### src/rtl/ctrg_pkg.sv
package ctrg_pkg;
    localparam int CH_N  = 16;
    localparam int CNT_W = $clog2(CH_N) + 1;

    typedef struct packed {
        logic [CH_N-1:0] en;
        logic [CH_N-1:0] lvl;
        logic [CH_N-1:0] pol;
    } trig_cfg_t;

    typedef enum logic {ST_IDLE = 1'b0, ST_ARMED = 1'b1} ctrl_st_t;

    function automatic logic [CNT_W-1:0] edge_count(input trig_cfg_t c);
        logic [CNT_W-1:0] n;
        n = '0;
        for (int i = 0; i < CH_N; i++)
            n = n + CNT_W'(c.en[i] & ~c.lvl[i]);
        return n;
    endfunction
endpackage

### src/rtl/ctrg_history.sv
module ctrg_history
    import ctrg_pkg::*;
(
    input  logic            clk,
    input  logic            rst,
    input  logic            arm,
    input  logic            smp_valid,
    input  logic [CH_N-1:0] smp_data,
    output logic [CH_N-1:0] prev,
    output logic            hist_vld
);
    always_ff @(posedge clk) begin
        if (rst) begin
            prev     <= '0;
            hist_vld <= 1'b0;
        end else if (arm) begin
            hist_vld <= 1'b0;
        end else if (smp_valid) begin
            prev     <= smp_data;
            hist_vld <= 1'b1;
        end
    end

    // history is discarded by every arm
    p_hist_clear_r3: assert property (@(posedge clk) disable iff (rst)
        arm |=> !hist_vld);
endmodule

### src/rtl/ctrg_match.sv
module ctrg_match
    import ctrg_pkg::*;
(
    input  trig_cfg_t       cfg,
    input  logic [CH_N-1:0] cur,
    input  logic [CH_N-1:0] prev,
    input  logic            hist_vld,
    output logic            all_match
);
    logic [CH_N-1:0] hit;

    for (genvar i = 0; i < CH_N; i++) begin : g_ch
        always_comb begin
            if (!cfg.en[i])
                hit[i] = 1'b1;
            else if (cfg.lvl[i])
                hit[i] = (cur[i] == cfg.pol[i]);
            else if (cfg.pol[i])
                hit[i] = hist_vld & prev[i] & ~cur[i];
            else
                hit[i] = hist_vld & ~prev[i] & cur[i];
        end
    end

    assign all_match = &hit;
endmodule

### src/rtl/ctrg_ctrl.sv
module ctrg_ctrl
    import ctrg_pkg::*;
(
    input  logic clk,
    input  logic rst,
    input  logic arm,
    input  logic smp_valid,
    input  logic all_match,
    input  logic cfg_bad,
    output logic trig_pulse,
    output logic armed,
    output logic cfg_err
);
    ctrl_st_t st;

    always_ff @(posedge clk) begin
        if (rst) begin
            st         <= ST_IDLE;
            trig_pulse <= 1'b0;
            cfg_err    <= 1'b0;
        end else begin
            trig_pulse <= 1'b0;
            if (arm) begin
                cfg_err <= cfg_bad;
                st      <= cfg_bad ? ST_IDLE : ST_ARMED;
            end else if (st == ST_ARMED) begin
                if (cfg_bad) begin
                    cfg_err <= 1'b1;
                    st      <= ST_IDLE;
                end else if (smp_valid && all_match) begin
                    trig_pulse <= 1'b1;
                    st         <= ST_IDLE;
                end
            end
        end
    end

    assign armed = (st == ST_ARMED);

    p_single_pulse_r6: assert property (@(posedge clk) disable iff (rst)
        trig_pulse |=> !trig_pulse);
    p_disarm_on_fire_r6: assert property (@(posedge clk) disable iff (rst)
        trig_pulse |-> !armed);
    p_no_fire_on_err_r7: assert property (@(posedge clk) disable iff (rst)
        cfg_err |-> !trig_pulse);
    p_fire_needs_strobe_r9: assert property (@(posedge clk) disable iff (rst)
        trig_pulse |-> $past(smp_valid));
    p_arm_cycle_ignored_r10: assert property (@(posedge clk) disable iff (rst)
        arm |=> !trig_pulse);
endmodule

### src/rtl/chan_trigger.sv
module chan_trigger
    import ctrg_pkg::*;
(
    input  logic            clk,
    input  logic            rst,
    input  logic            arm,
    input  logic            smp_valid,
    input  logic [CH_N-1:0] smp_data,
    input  logic [CH_N-1:0] cap_mask,
    input  logic [CH_N-1:0] trg_en,
    input  logic [CH_N-1:0] trg_lvl,
    input  logic [CH_N-1:0] trg_pol,
    output logic            trig_pulse,
    output logic            armed,
    output logic            cfg_err,
    output logic [CH_N-1:0] cap_word
);
    trig_cfg_t       cfg;
    logic [CH_N-1:0] prev;
    logic            hist_vld;
    logic            all_match;
    logic            cfg_bad;

    assign cfg     = '{en: trg_en, lvl: trg_lvl, pol: trg_pol};
    assign cfg_bad = (edge_count(cfg) > CNT_W'(1));

    ctrg_history u_hist (
        .clk(clk), .rst(rst), .arm(arm), .smp_valid(smp_valid),
        .smp_data(smp_data), .prev(prev), .hist_vld(hist_vld)
    );

    ctrg_match u_match (
        .cfg(cfg), .cur(smp_data), .prev(prev), .hist_vld(hist_vld),
        .all_match(all_match)
    );

    ctrg_ctrl u_ctrl (
        .clk(clk), .rst(rst), .arm(arm), .smp_valid(smp_valid),
        .all_match(all_match), .cfg_bad(cfg_bad),
        .trig_pulse(trig_pulse), .armed(armed), .cfg_err(cfg_err)
    );

    always_ff @(posedge clk) begin
        if (rst)
            cap_word <= '0;
        else if (smp_valid)
            cap_word <= smp_data & cap_mask;
    end

    p_cap_hold_r8: assert property (@(posedge clk) disable iff (rst)
        !smp_valid |=> $stable(cap_word));
endmodule

### config.mk
export PLATFORM = sky130hd
export DESIGN_NAME = chan_trigger
export DESIGN_NICKNAME = d
export VERILOG_FILES = /design/src/rtl/ctrg_pkg.sv /design/src/rtl/ctrg_history.sv /design/src/rtl/ctrg_match.sv /design/src/rtl/ctrg_ctrl.sv /design/src/rtl/chan_trigger.sv
export SDC_FILE = /design/constraint.sdc
export NUM_CORES = 1
export LEC_CHECK = 0
export ABC_AREA = 1
export BUFFER_PORTS_ARGS = -buffer_cell sky130_fd_sc_hd__buf_2
export CORE_ASPECT_RATIO = 0.9
export CORE_MARGIN = 2
export CORE_UTILIZATION = 49
export CTS_CLUSTER_DIAMETER = 200
export DETAILED_ROUTE_END_ITERATION = 12
export PLACE_DENSITY = 0.81
export SYNTH_ARGS = -nofsm -noshare
export SYNTH_HDL_FRONTEND = slang
export SYNTH_SLANG_ARGS = --single-unit
export TNS_END_PERCENT = 10
### constraint.sdc
create_clock -name clk -period 5.8 [get_ports clk]
set_input_delay 1.16 -clock clk [delete_from_list [all_inputs] [get_ports clk]]
set_output_delay 1.16 -clock clk [all_outputs]
set_load 0.005 [all_outputs]
Word level (Yosys, flattened, before mapping). Index checks and enable logic that the tools add are counted.

Flip-flop bits (word level): 36. Output and inout port bits: 19. Logic and storage cells: 234.

Add/sub/neg operators: 15. Order comparisons: 1. Equality and inequality tests: 16. Mux-type cells: 57. Bitwise gates (word level): 131. Reduce and logical (&&, ||, !) cells: 8.

Operators by type and width (number): AND 1 x 5 -> 5 bit (16); NOT 1 -> 5 bit (16); adder 5 bit (15); AND 1 bit (64); 2-to-1 mux 1 bit (57); NOT 1 bit (34); AND 16 bit (1); == test 1 bit (16); AND reduction 16 bit (1); greater-than comparator 5 x 1 -> 1 bit (second input constant) (1); AND reduction 2 bit (2); nonzero test 2 bit (2); OR reduction 4 bit (1); OR reduction 2 bit (1); logical AND 1 bit (1).

Longest topological paths before layout.
Depth after elaboration: 21. Mapped depth: 17. Gate-level depth less buffers: 17.

By module. Synthesis repeated with hierarchy kept, for this count alone.

Cells, all modules: 500. Area, all modules: 2845.2 µm².

By module, submodules not included: chan_trigger (times used 1, cells an instance 137, area each 1032.2 µm², seq. area each 320.3 µm²); ctrg_match (times used 1, cells an instance 239, area each 955.9 µm², seq. area each 0.0 µm²); ctrg_history (times used 1, cells an instance 108, area each 743.2 µm², seq. area each 340.3 µm²); ctrg_ctrl (times used 1, cells an instance 16, area each 113.9 µm², seq. area each 60.1 µm²).

Least setup slack after synthesis. No wires, ideal clock.

Path kind: input-to-reg. From: input trg_en[0]. To: register u_ctrl.st (netlist: u_ctrl.armed). Library setup time: 70 ps. Arrival: 4757 ps. Data required time: 5730 ps. Setup slack: 974 ps. Stages: 17. Buffers on the path: 0. Cells stage by stage: inv_1 nor2_1 fa_1 inv_1 fa_1 fa_1 fa_1 inv_1 ha_1 inv_1 fa_1 inv_1 nor4_1 a21boi_2 nand2_1 o21bai_1 a21oi_1.

Word-level cells in the longest chain between the ends: 20.

Ends and longest elaborated chain: from (decl) (line chan_trigger.sv:10) `input logic [CH_N-1:0] trg_en,`; AND 1 x 5 -> 5 bit (line ctrg_pkg.sv:17) `n = n + CNT_W'(c.en[i] & ~c.lvl[i]);`; adder 5 bit (15 in a row) (line ctrg_pkg.sv:17); greater-than comparator 5 x 1 -> 1 bit (line chan_trigger.sv:25) `assign cfg_bad = (edge_count(cfg) > CNT_W'(1));`; 2-to-1 mux 1 bit (line ctrg_ctrl.sv:27) `if (cfg_bad) begin`; 2-to-1 mux 1 bit (line ctrg_ctrl.sv:26) `end else if (st == ST_ARMED) begin`; 2-to-1 mux 1 bit * (line ctrg_ctrl.sv:23) `if (arm) begin`; to (signal assigned) (line ctrg_ctrl.sv:25) `st <= cfg_bad ? ST_IDLE : ST_ARMED;`; to (decl) (line ctrg_ctrl.sv:14) `ctrl_st_t st;`.

Mark *: on every way between the ends. The rest lies on a longest branch, timed or not. A chain may end at the register's enable or synchronous reset.

Worst setup path after layout.
From: input trg_lvl[15]. To: register u_ctrl.st (netlist: u_ctrl.armed).

Word-level cells in the longest chain between the ends: 8.

Ends and longest elaborated chain: from (decl) (line chan_trigger.sv:11) `input logic [CH_N-1:0] trg_lvl,`; branches (longest 7 deep; another with adder 5 bit); 2-to-1 mux 1 bit * (line ctrg_ctrl.sv:23).

Mark *: on every way between the ends.

==> flow_summary.json <==
{
  "final_util": 0.645,
  "syn_to_final_growth_pct": 24.7,
  "dp_cells": 582,
  "drv_slew": 0,
  "power_switching_share": 0.333,
  "maxCapViolations": 0,
  "synth_most_common_cell": "nand2_1",
  "crit_top_cell": "fa_1",
  "cts.repair.resized": 0,
  "peakVddDrop_mv": 0.167,
  "synth_simple_gate_area_share": 0.296,
  "finalHoldViolCount": 0,
  "htree_levels": 2,
  "routabilityCongestion": 0.823,
  "antenna_found_initial": 0,
  "tightest_slew_ns": 1.07,
  "die_height_um": 72.6,
  "via_per_inst": 4.81,
  "initial_core_util": 0.517,
  "slowest_delay_ns": 0.51,
  "dieWidth_um": 80.2,
  "relSlewSlack": 0.286,
  "combPwrFrac": 0.341,
  "synth_compound_area_frac": 0.177,
  "async_flop_share": 0,
  "synth_fp_nets": 524,
  "setup_violations": 0,
  "cts_hold_buffers": 0,
  "tns_ns": 0,
  "critPathSlowestCell": "fa_1",
  "end_kind": "flip-flop",
  "critPathKind": "input port to flip-flop",
  "synth_mux_area_frac": 0,
  "postSynthCellCount": 425,
  "p_switching_mw": 0.236,
  "grt_overflow": 0,
  "io_buffers": 102,
  "die_area_um2": 5830,
  "syn_area_um2": 2560,
  "arrival_ns": 5.15,
  "internal_power_mw": 0.471,
  "min_period_ns": 4.93,
  "numCtsBuffers": 5,
  "ctsLongestPathBuffers": 2,
  "cts.sinks": 36,
  "grt_first_pass_wirelength_um": 11400,
  "clockRootBuffer": "clkbuf_8",
  "fin_cells": 590,
  "power_frac_seq": 0.399,
  "hold_class": "flip-flop to flip-flop",
  "grt_max_degree": 36,
  "cp_max_fo": 3,
  "yosys.area_share.xor_xnor": 0,
  "synth_top_family_by_area": "simple AND/OR/NAND/NOR gates",
  "synth_seq_cells": 36,
  "start_kind": "input port",
  "fp-row-count": 24,
  "cts_tree": "yes",
  "path_clk_slew_ns": 0.07,
  "synthDistinctLibCells": 22,
  "final_layout_size_suffix_gt1_frac": 0.213,
  "rsz0062_at_grt": "false",
  "avgSynthCellArea_um2": 6.03,
  "clock.fmax_mhz": 203,
  "totalWireLength_um": 6740,
  "crit_required_ns": 6.02,
  "final_antenna_net_count": 0,
  "ys_warn_count": 0,
  "status": "complete, no violations",
  "synth_area_leaders": "dfxtp_1 28%, nand2_1 15%, inv_1 12%, o21ai_0 10%, nor2_1 9.7%",
  "grt_pass1_vias": 2715,
  "vias": 2838,
  "drtIter0Drc": 155,
  "routedWlPerCell_um": 11.4,
  "synth_area_leader_cell": "dfxtp_1",
  "ios": 103,
  "antenna_cells": 0,
  "synth_top_area_frac": 0.281,
  "fin_crit_sh": 0.850,
  "ys.flop_type": "dfxtp_1",
  "powerDensity_nw_per_um2": 221,
  "pwr-share-clk": 0.260,
  "core_area_um2": 4950,
  "clk_latency_ns": 0.29,
  "synth-adder-area-share": 0.102,
  "synth_enable_flop_cells": 0,
  "leakagePower_nw": 1.86,
  "fin_nets": 623,
  "seq_area_frac_synth": 0.281,
  "dpl.hpwl_um": 5190,
  "detail_route.first_pass.iterations": 5,
  "drc": 0,
  "fin_skew_ns": 0.00238,
  "postCtsSetupRepairBufs": 0,
  "track_usage": 0.249,
  "crit_chain": "buf_2 -> nor2_1 -> fa_1 -> fa_1 -> inv_1 -> fa_1 -> fa_1 -> inv_1 -> ha_1 -> inv_1 -> fa_1 -> inv_1 -> nor4_1 -> a21boi_2 -> nand2_1 -> o21bai_1 -> a21oi_1",
  "synth_common_cells": "100 x nand2_1, 84 x inv_1, 66 x nor2_1, 52 x o21ai_0, 36 x dfxtp_1"
}
==> layer usage <==
layer / vias to the layer above / share of wire / global-route usage
li1: 1506 / - / -
met1: 1239 / 0.46 / 0.327
met2: 86 / 0.45 / 0.415
met3: 7 / 0.078 / 0.0656
met4: 0 / 0.0086 / 0.0508
met5: - / 0 / 0
==> critical path, delay by kind of cell <==
kind / cells / cell delay, ns
adders and majority gates: 6 / 2.58
and+or+nand+nor: 3 / 0.55
AOI/OAI and AO/OA: 3 / 0.53
buffers and inverters: 5 / 0.34
==> power groups by stage <==
stage | sequential (mW) | clock, mW | combinational (mW)
after floorplan | 0.286 | 0 | 0.154
after global placement | 0.286 | 0 | 0.230
after detailed placement | 0.287 | 0 | 0.238
after CTS | 0.282 | 0.189 | 0.244
after global routing | 0.286 | 0.202 | 0.283
final | 0.283 | 0.184 | 0.241
==> cells by family after synthesis <==
kind of cell,after synthesis
adders and majority gates,15
DFF,36
and+or+nand+nor,191
AOI/OAI and AO/OA,88
buffers and inverters,95
==> placed cells by master, fill, tap and decap left out, drive strengths merged <==
master and instances:
a211o 1, a21boi 1, a21oi 33, buf 102
clkbuf 8, dfxtp 36, fa 10, ha 5
inv 85, nand2 100, nand3 21, nand4 1
nor2 66, nor3 1, nor4 2, o21ai 52
o21bai 1
==> worst paths after layout <==
path                                      from                         to  slack, ns  depth (start not counted)
hold reg to reg      cap_word[15]$_SDFFE_PP0P_  cap_word[15]$_SDFFE_PP0P_       0.50                          2
setup reg to reg  u_hist.hist_vld$_SDFFE_PP0P_    u_ctrl.armed$_SDFF_PP0_       4.00                          9
hold / removal       cap_word[15]$_SDFFE_PP0P_  cap_word[15]$_SDFFE_PP0P_       0.50                          2
setup / recovery                   trg_lvl[15]    u_ctrl.armed$_SDFF_PP0_       0.87                         17
==> metrics by stage <==
| step | setup WS (ns) | total power [mW] | hold slack [ns] | instance area [um^2] |
|---|---|---|---|---|
| global placement | 0.732 | 0.516 | 0.469 | 3110 |
| CTS | 0.825 | 0.715 | 0.499 | 3200 |
| floorplan | 0.974 | 0.440 | 0.478 | 2560 |
| detailed placement | 0.616 | 0.526 | 0.482 | 3110 |
| finish | 0.869 | 0.707 | 0.495 | 3200 |
| global route | 0.646 | 0.771 | 0.524 | 3200 |
==> sequential cells by signal, indices dropped and copies added (netlist names) <==
signal,count
u_hist.prev,16
u_ctrl.cfg_err,1
u_hist.hist_vld,1
cap_word,16
u_ctrl.armed,1
u_ctrl.trig_pulse,1
==> area by class of cell <==
type                       instances  area (um^2)
fill                             478         1760
multi-input combinational        294         1480
sequential                        36          721
timing repair buffer             102          510
inverter                          85          319
clock buffer                       8         90.1
tap                               65         81.3
Note: power is estimated with default switching activity, not from simulation.
